**src/rtl/crc_pkg.sv**
```systemverilog
package crc_pkg;
    localparam logic [31:0] CRC_POLY = 32'hEDB88320;

    function automatic logic [31:0] crc_step(input logic [31:0] c, input logic b);
        logic fb;
        fb = c[0] ^ b;
        return (c >> 1) ^ (fb ? CRC_POLY : 32'h0);
    endfunction
endpackage

```
**src/rtl/crc_fold.sv**
```systemverilog
module crc_fold #(
    parameter int W = 32
) (
    input  logic [31:0]  crc_in,
    input  logic [W-1:0] word,
    output logic [31:0]  crc_out
);
    logic [31:0] chain [0:W];

    assign chain[0] = crc_in;
    for (genvar i = 0; i < W; i++) begin : g_bit
        assign chain[i+1] = crc_pkg::crc_step(chain[i], word[i]);
    end
    assign crc_out = chain[W];
endmodule

```
**src/rtl/crc_range_check.sv**
```systemverilog
module crc_range_check #(
    parameter int AW = 32
) (
    input  logic [AW-1:0] addr,
    input  logic [AW-1:0] len,
    output logic          misaligned,
    output logic          empty
);
    assign misaligned = (addr[1:0] != 2'b00) || (len[1:0] != 2'b00);
    assign empty      = (len == '0);
endmodule

```
**src/rtl/crc_range_engine.sv**
```systemverilog
module crc_range_engine #(
    parameter int          AW     = 32,
    parameter logic [31:0] P_BASE = 32'h0000_0000,
    parameter logic [31:0] P_SIZE = 32'h0000_0040,
    parameter logic [31:0] P_SEED = 32'hFFFF_FFFF
) (
    input  logic          clk,
    input  logic          rst_n,
    input  logic          cmd_en,
    input  logic          cmd_dis,
    input  logic          cmd_start,
    input  logic          protect_i,
    input  logic          addr_we,
    input  logic          len_we,
    input  logic          data_we,
    input  logic [AW-1:0] wr_value,
    output logic          rd_req,
    output logic [AW-1:0] rd_addr,
    input  logic          rd_valid,
    input  logic          rd_err,
    input  logic [31:0]   rd_data,
    output logic [AW-1:0] addr_o,
    output logic [AW-1:0] len_o,
    output logic [31:0]   data_o,
    output logic          busy_o,
    output logic          enabled_o,
    output logic          done_o,
    output logic          bus_err_o,
    output logic          fail_o
);
    localparam logic [AW-1:0] STEP = AW'(4);

    typedef struct packed {
        logic          en;
        logic          busy;
        logic [AW-1:0] addr;
        logic [AW-1:0] len;
        logic [31:0]   data;
        logic          done;
        logic          berr;
        logic          fail;
    } eng_t;

    eng_t st_d, st_q;

    logic          start_ok, word_ok;
    logic [AW-1:0] eff_addr, eff_len;
    logic [31:0]   eff_seed, crc_next;
    logic          bad_range, zero_len;

    assign start_ok = st_q.en && !st_q.busy && cmd_start;
    assign word_ok  = st_q.busy && rd_valid;
    assign eff_addr = protect_i ? AW'(P_BASE) : st_q.addr;
    assign eff_len  = protect_i ? AW'(P_SIZE) : st_q.len;
    assign eff_seed = protect_i ? P_SEED : st_q.data;

    crc_range_check #(.AW(AW)) u_check (
        .addr(eff_addr), .len(eff_len),
        .misaligned(bad_range), .empty(zero_len)
    );

    crc_fold #(.W(32)) u_fold (
        .crc_in(st_q.data), .word(rd_data), .crc_out(crc_next)
    );

    always_comb begin
        st_d = st_q;
        if (st_q.en && !st_q.busy && !cmd_start) begin
            if (addr_we) st_d.addr = wr_value;
            if (len_we)  st_d.len  = wr_value;
            if (data_we) st_d.data = 32'(wr_value);
        end
        if (start_ok) begin
            st_d.addr = eff_addr;
            st_d.len  = eff_len;
            st_d.data = eff_seed;
            st_d.done = 1'b0;
            st_d.berr = 1'b0;
            st_d.fail = 1'b0;
            if (bad_range) begin
                st_d.fail = 1'b1;
                st_d.done = 1'b1;
            end else if (zero_len) begin
                st_d.done = 1'b1;
            end else begin
                st_d.busy = 1'b1;
            end
        end
        if (word_ok) begin
            if (rd_err) begin
                st_d.busy = 1'b0;
                st_d.berr = 1'b1;
                st_d.done = 1'b1;
            end else begin
                st_d.data = crc_next;
                st_d.addr = st_q.addr + STEP;
                st_d.len  = st_q.len - STEP;
                if (st_q.len == STEP) begin
                    st_d.busy = 1'b0;
                    st_d.done = 1'b1;
                end
            end
        end
        if (cmd_en && !st_q.en) st_d.en = 1'b1;
        if (cmd_dis) st_d = '0;
    end

    always_ff @(posedge clk or negedge rst_n) begin
        if (!rst_n) st_q <= '0;
        else        st_q <= st_d;
    end

    assign rd_req    = st_q.busy;
    assign rd_addr   = st_q.addr;
    assign addr_o    = st_q.addr;
    assign len_o     = st_q.len;
    assign data_o    = st_q.data;
    assign busy_o    = st_q.busy;
    assign enabled_o = st_q.en;
    assign done_o    = st_q.done;
    assign bus_err_o = st_q.berr;
    assign fail_o    = st_q.fail;

    assert_fetch_aligned_R10: assert property (@(posedge clk) disable iff (!rst_n)
        st_q.busy |-> (st_q.addr[1:0] == 2'b00 && st_q.len[1:0] == 2'b00 && st_q.len != '0));

    assert_cancel_clears_R6: assert property (@(posedge clk) disable iff (!rst_n)
        cmd_dis |=> (!enabled_o && !busy_o && !done_o && addr_o == '0));

    assert_bus_err_stops_R8: assert property (@(posedge clk) disable iff (!rst_n)
        (word_ok && rd_err && !cmd_dis) |=> (bus_err_o && done_o && !rd_req));

    assert_word_advances_R2: assert property (@(posedge clk) disable iff (!rst_n)
        (word_ok && !rd_err && !cmd_dis) |=> (addr_o == $past(addr_o) + STEP));

    assert_protect_override_R4: assert property (@(posedge clk) disable iff (!rst_n)
        (start_ok && protect_i && !cmd_dis) |=> (addr_o == AW'(P_BASE) && data_o == P_SEED));

    assert_fail_quiet_R10: assert property (@(posedge clk) disable iff (!rst_n)
        (start_ok && bad_range && !cmd_dis) |=> (fail_o && done_o && !rd_req));

    assert_done_on_last_R7: assert property (@(posedge clk) disable iff (!rst_n)
        (word_ok && !rd_err && !cmd_dis && len_o == STEP) |=> (done_o && !busy_o));
endmodule

```
**config.mk**
```make
export PLATFORM = sky130hd
export DESIGN_NAME = crc_range_engine
export DESIGN_NICKNAME = d
export VERILOG_FILES = /design/src/rtl/crc_pkg.sv /design/src/rtl/crc_fold.sv /design/src/rtl/crc_range_check.sv /design/src/rtl/crc_range_engine.sv
export SDC_FILE = /design/constraint.sdc
export NUM_CORES = 1
export LEC_CHECK = 0
export BUFFER_PORTS_ARGS = -buffer_cell sky130_fd_sc_hd__buf_2
export CAP_MARGIN = 20
export CORE_ASPECT_RATIO = 1.25
export CORE_MARGIN = 10
export CORE_UTILIZATION = 55
export DETAILED_ROUTE_END_ITERATION = 8
export PLACE_DENSITY = 0.85
export SLEW_MARGIN = 20
export SYNTH_ARGS = -nofsm -noshare
export SYNTH_HDL_FRONTEND = slang
export SYNTH_SLANG_ARGS = --single-unit
export TNS_END_PERCENT = 30
```
**constraint.sdc**
```tcl
create_clock -name clk -period 6.2 [get_ports clk]
set_clock_uncertainty 0.2 [all_clocks]
set_input_delay 0.62 -clock clk [delete_from_list [all_inputs] [get_ports clk]]
set_output_delay 0.62 -clock clk [all_outputs]
set_load 0.05 [all_outputs]
```
=== Yosys cells after proc, flatten, opt, wreduce, memory -nomap -nowiden ===
Index checks and enable logic that the tools add are counted.

* Flip-flop bits (word level): 101
* Output and inout bits: 134
* Word-level logic and storage cells: 143

* Add/sub/neg operators: 2
* Equal/unequal tests: 1
* Mux-type cells: 54
* Bitwise gates (word level): 64
* Reductions and logical operators: 14

{| class="wikitable"
|+ Operators with widths
! kind !! count
|-
| 32-bit 2-to-1 mux || 38
|-
| 31-bit by 32-bit bitwise XOR with 32-bit output || 32
|-
| 96-bit 2-to-1 mux || 2
|-
| 101-bit 2-to-1 mux || 1
|-
| 100-bit 2-to-1 mux || 1
|-
| 99-bit 2-to-1 mux || 1
|-
| 32-bit by 3-bit adder with 32-bit output, second input constant || 1
|-
| 32-bit by 3-bit == test with 1-bit output, second input constant || 1
|-
| 32-bit zero test || 1
|-
| 32-bit by 3-bit subtractor with 32-bit output, second input constant || 1
|-
| 1-bit bitwise XOR || 32
|-
| 1-bit 2-to-1 mux || 11
|-
| 2-bit nonzero test || 4
|-
| 1-bit logical AND || 5
|-
| 1-bit zero test || 3
|-
| 1-bit logical OR || 1
|}

=== Longest topological paths before layout ===
* Word-level depth: 99
* Depth in mapped cells: 10
* Mapped depth without buffers: 10

=== Hierarchy ===
A second synthesis with hierarchy kept.

* Cell total of the unflattened synthesis: 1015
* Area total of the unflattened synthesis: 9804.4 µm²

{| class="wikitable"
|+ Modules (own cells, without submodules)
! module !! instances !! cells each !! area an instance (µm²) !! seq. area each (µm²)
|-
| crc_range_engine || 1 || 737 || 6382.4 || 2527.4
|-
| crc_fold || 1 || 266 || 3348.2 || 0.0
|-
| crc_range_check || 1 || 12 || 73.8 || 0.0
|}

=== Worst setup path after synthesis ===
No wires, ideal clock.

* Path kind: register to register
* Start: register st_q (netlist bit data_o[0])
* End: register st_q (netlist bit data_o[23])
* Setup time: 0.078 ns
* Arrival time: 3.910 ns
* Data required time: 5.922 ns
* Path slack: 2.012 ns
* Cell stages (with the launch flop): 11
* Cells stage by stage: dfrtp_1 -> xnor2_4 -> xnor3_2 -> xor3_2 -> xnor3_2 -> xnor2_2 -> xor3_2 -> xnor3_2 -> xnor2_1 -> nand2_1 -> a21oi_1

{| class="wikitable"
|+ RTL lines
! element !! line !! RTL
|-
| start: declaration || crc_range_engine.sv:44 || <nowiki>eng_t st_d, st_q;</nowiki>
|-
| start signal: assignment || crc_range_engine.sv:110 || <nowiki>else st_q <= st_d;</nowiki>
|}

==> flow_metrics.py <==
metrics = {
    "status": {
        "run_status": "finished, final reports clean",
    },
    "synth": {
        "async_flop_share_pct": 100,
        "yosysSeqAreaShare_pct": 28.4,
        "yosysUniqueCellTypes": 58,
        "synth-edff-count": 0,
        "ys_warn_count": 0,
        "ys_ff_latch": 101,
        "muxShareOfSynthArea_pct": 0.450,
        "synth-simple-area-share_pct": 12.0,
        "synthTopCellsByArea": "dfrtp_1 28%, xnor2_1 15%, xnor3_1 7.1%",
        "syn_nets": 995,
        "synth.avg_cell_area_sq_um": 9.70,
        "synth_top_area_share_pct": 28.4,
        "synth_compound_area_share_pct": 15.7,
        "synth_top_family_by_area": "XOR/XNOR gates",
        "ys.flop_type": "dfrtp_1",
        "synth_cells": 917,
        "synth_xor_area_share_pct": 37.6,
        "yosysTopAreaCell": "dfrtp_1",
        "synthAdderAreaFrac_pct": 0.422,
        "syn_area_sq_um": 8890,
    },
    "critical_path": {
        "crit_path_end_kind": "flop",
        "critPathKind": "flop to flop",
        "cp_slowest_cell": "xor3_2",
        "required_ns": 6.27,
        "cp_common_cell": "xnor3_2",
        "slowest_delay_ns": 0.63,
        "cp_max_fo": 7,
        "cp.depth": 10,
        "path_buf_inv": 0,
        "arrival_ns": 4.59,
        "critPathTopFamily": "XOR/XNOR gates",
        "crit_chain": "xnor2_2 -> xnor3_2 -> xor3_2 -> xnor3_2 -> xnor2_2 -> xor3_2 -> xnor3_2 -> xnor2_1 -> nand2_1 -> a21oi_1",
        "start_kind": "flop",
        "r2r_cells": 10,
    },
    "finish": {
        "layout_common_cells": "207 x buf_2, 157 x xnor2_1, 101 x dfrtp_1",
        "diodes": 0,
        "fill_cells": 1350,
        "syn_to_final_growth_pct": 13.8,
        "final_common_cell": "buf_2",
        "finish.net_count": 1147,
        "drive_gt1_share_pct": 25.9,
        "seqCellArea_sq_um": 2530,
        "multi_input_area_sq_um": 5900,
        "final_cells": 1286,
    },
    "cts": {
        "h-tree-depth": 3,
        "insertion_delay_ns": 0.36,
        "clock-sinks": 101,
        "cts_resized": 0,
        "cts.path.max_buffers": 2,
        "cts_tree": "built",
        "holdBufCountCts": 0,
        "clockRootBuffer": "clkbuf_16",
        "post_cts_buffers": 0,
        "cts-buffers-inserted": 9,
        "path_clk_slew_ns": 0.07,
    },
    "global_routing": {
        "grt_usage_pct": 27.4,
        "grt-ovfl-total": 0,
        "grt_max_degree": 68,
        "first_global_vias": 8203,
        "grt_pass1_wl_microns": 47200,
        "antenna_found_initial": 1,
    },
    "placement": {
        "gp_congestion": 0.991,
        "numPortBuffers": 208,
        "hpwlAfterDp_microns": 23800,
        "dpl.cell_count": 1270,
    },
    "route": {
        "wl_per_cell_microns": 24.1,
        "drc": 0,
        "vias_per_cell": 6.20,
        "postRouteAntennaNets": 0,
        "wirelength_microns": 31100,
        "dr.pass1.iters": 6,
        "vias": 7973,
        "drtIter0Drc": 862,
    },
    "floorplan": {
        "coreArea_sq_um": 15700,
        "rows": 51,
        "dieHeight_microns": 162,
        "initial_core_util_pct": 56.6,
        "die_area_sq_um": 21700,
        "io_pins": 209,
        "die_x_microns": 134,
    },
    "sta": {
        "grt_setup_unrepaired": "no",
        "tightestPinTransition_ns": 0.997,
        "min_period_ns": 4.51,
        "drv_slew": 0,
        "hold_viol": 0,
        "finalCritPeriodShare_pct": 72.8,
        "tns_ns": 0,
        "finalSetupViolations": 0,
        "fmax_mhz": 222,
        "slew_headroom_pct": 33.3,
    },
    "job": {
        "max-cap-violations": 0,
    },
    "min_path": {
        "hold_path.class": "primary input to async pin",
    },
}
## final cells by class
cell class,count,share of cell area [%]
well taps,212,2.62
inverters,4,0.148
multi-input cells,734,58.3
repair buffers,219,11.1
clock buffers,10,2.36
flip-flops and latches,101,25.0
clock inverters,6,0.458
## state kept, by name, indices dropped and copies added, names as in the netlist
name and flops:
data_o 32, enabled_o 1, fail_o 1, len_o 32, bus_err_o 1, busy_o 1, done_o 1, addr_o 32
## Yosys cell counts, types with 3 or more instances
| cell | number |
|---|---|
| a211oi_1 | 12 |
| xor2_1 | 62 |
| a22oi_1 | 12 |
| a21oi_1 | 56 |
| clkbuf_1 | 33 |
| o221ai_1 | 18 |
| xnor2_1 | 157 |
| xnor2_2 | 15 |
| and3_1 | 5 |
| mux2i_1 | 4 |
| nand2b_1 | 4 |
| buf_4 | 34 |
| nand2_1 | 65 |
| buf_1 | 4 |
| xor2_2 | 5 |
| nand4_1 | 8 |
| nand3_1 | 17 |
| or3_1 | 5 |
| a32oi_1 | 7 |
| nor2b_1 | 3 |
| xnor3_1 | 28 |
| inv_1 | 4 |
| nor2_1 | 75 |
| dfrtp_1 | 101 |
| and2_1 | 7 |
| a31oi_1 | 4 |
| a222oi_1 | 4 |
| o22ai_1 | 29 |
| nor3_1 | 15 |
| nor4_1 | 15 |
| or4_1 | 4 |
| xnor3_2 | 10 |
| a221oi_1 | 20 |
| ha_1 | 3 |
| or2_2 | 3 |
| o21ai_0 | 30 |
| o311ai_0 | 4 |
| dlygate4sd3_1 | 4 |
## path summary, 6_finish.rpt
path	startpoint	endpoint	slack (ns)
min	rst_n	addr_o[4]	0.03
max in group asynchronous	rst_n	addr_o[20]	4.50
max reg2reg	data_o[11]	data_o[5]	1.69
min reg2reg	enabled_o	enabled_o	0.34
min in group clk	cmd_en	enabled_o	0.27
max	data_o[11]	data_o[5]	1.69
## through the flow
step	instance area [sq um]	worst slack [ns]	hold WS (ns)	utilization, %
2_1_floorplan	8890	2.01	0.124	-
3_3_place_gp	9830	1.63	0.306	62.6
3_5_place_dp	9830	1.52	0.316	62.6
4_1_cts	10100	1.72	0.0503	64.5
5_1_grt	10100	1.62	0.0725	64.5
6_report	10100	1.69	0.0295	64.5
## worst reg2reg max path: stages, from the launching register on
cell and delay [ns]:
dfrtp_1 0.47, xnor2_2 0.44, xnor3_2 0.54, xor3_2 0.49, xnor3_2 0.47, xnor2_2 0.26
xor3_2 0.63, xnor3_2 0.48, xnor2_1 0.22, nand2_1 0.08, a21oi_1 0.17
## cells by family (layout without fill, tap and decap cells)
group,Yosys count,in the layout
flops,101,101
simple gates,231,231
fa+ha+maj,3,3
xor+xnor,286,286
compound gates,210,210
mux,4,4
buf+inv,82,239
## routing by layer
layer  track usage, %  vias up  share of wire (%)
met5                0        -              0.058
met4             11.1        2                4.1
met3             6.27       85                9.6
met2             47.9      482                 50
met1             31.5     3856                 36
li1                 -     3548                  -
Power is left out: the tool's default activity adds up to more than one toggle a clock period on the data nets, which glitch-free logic cannot reach.
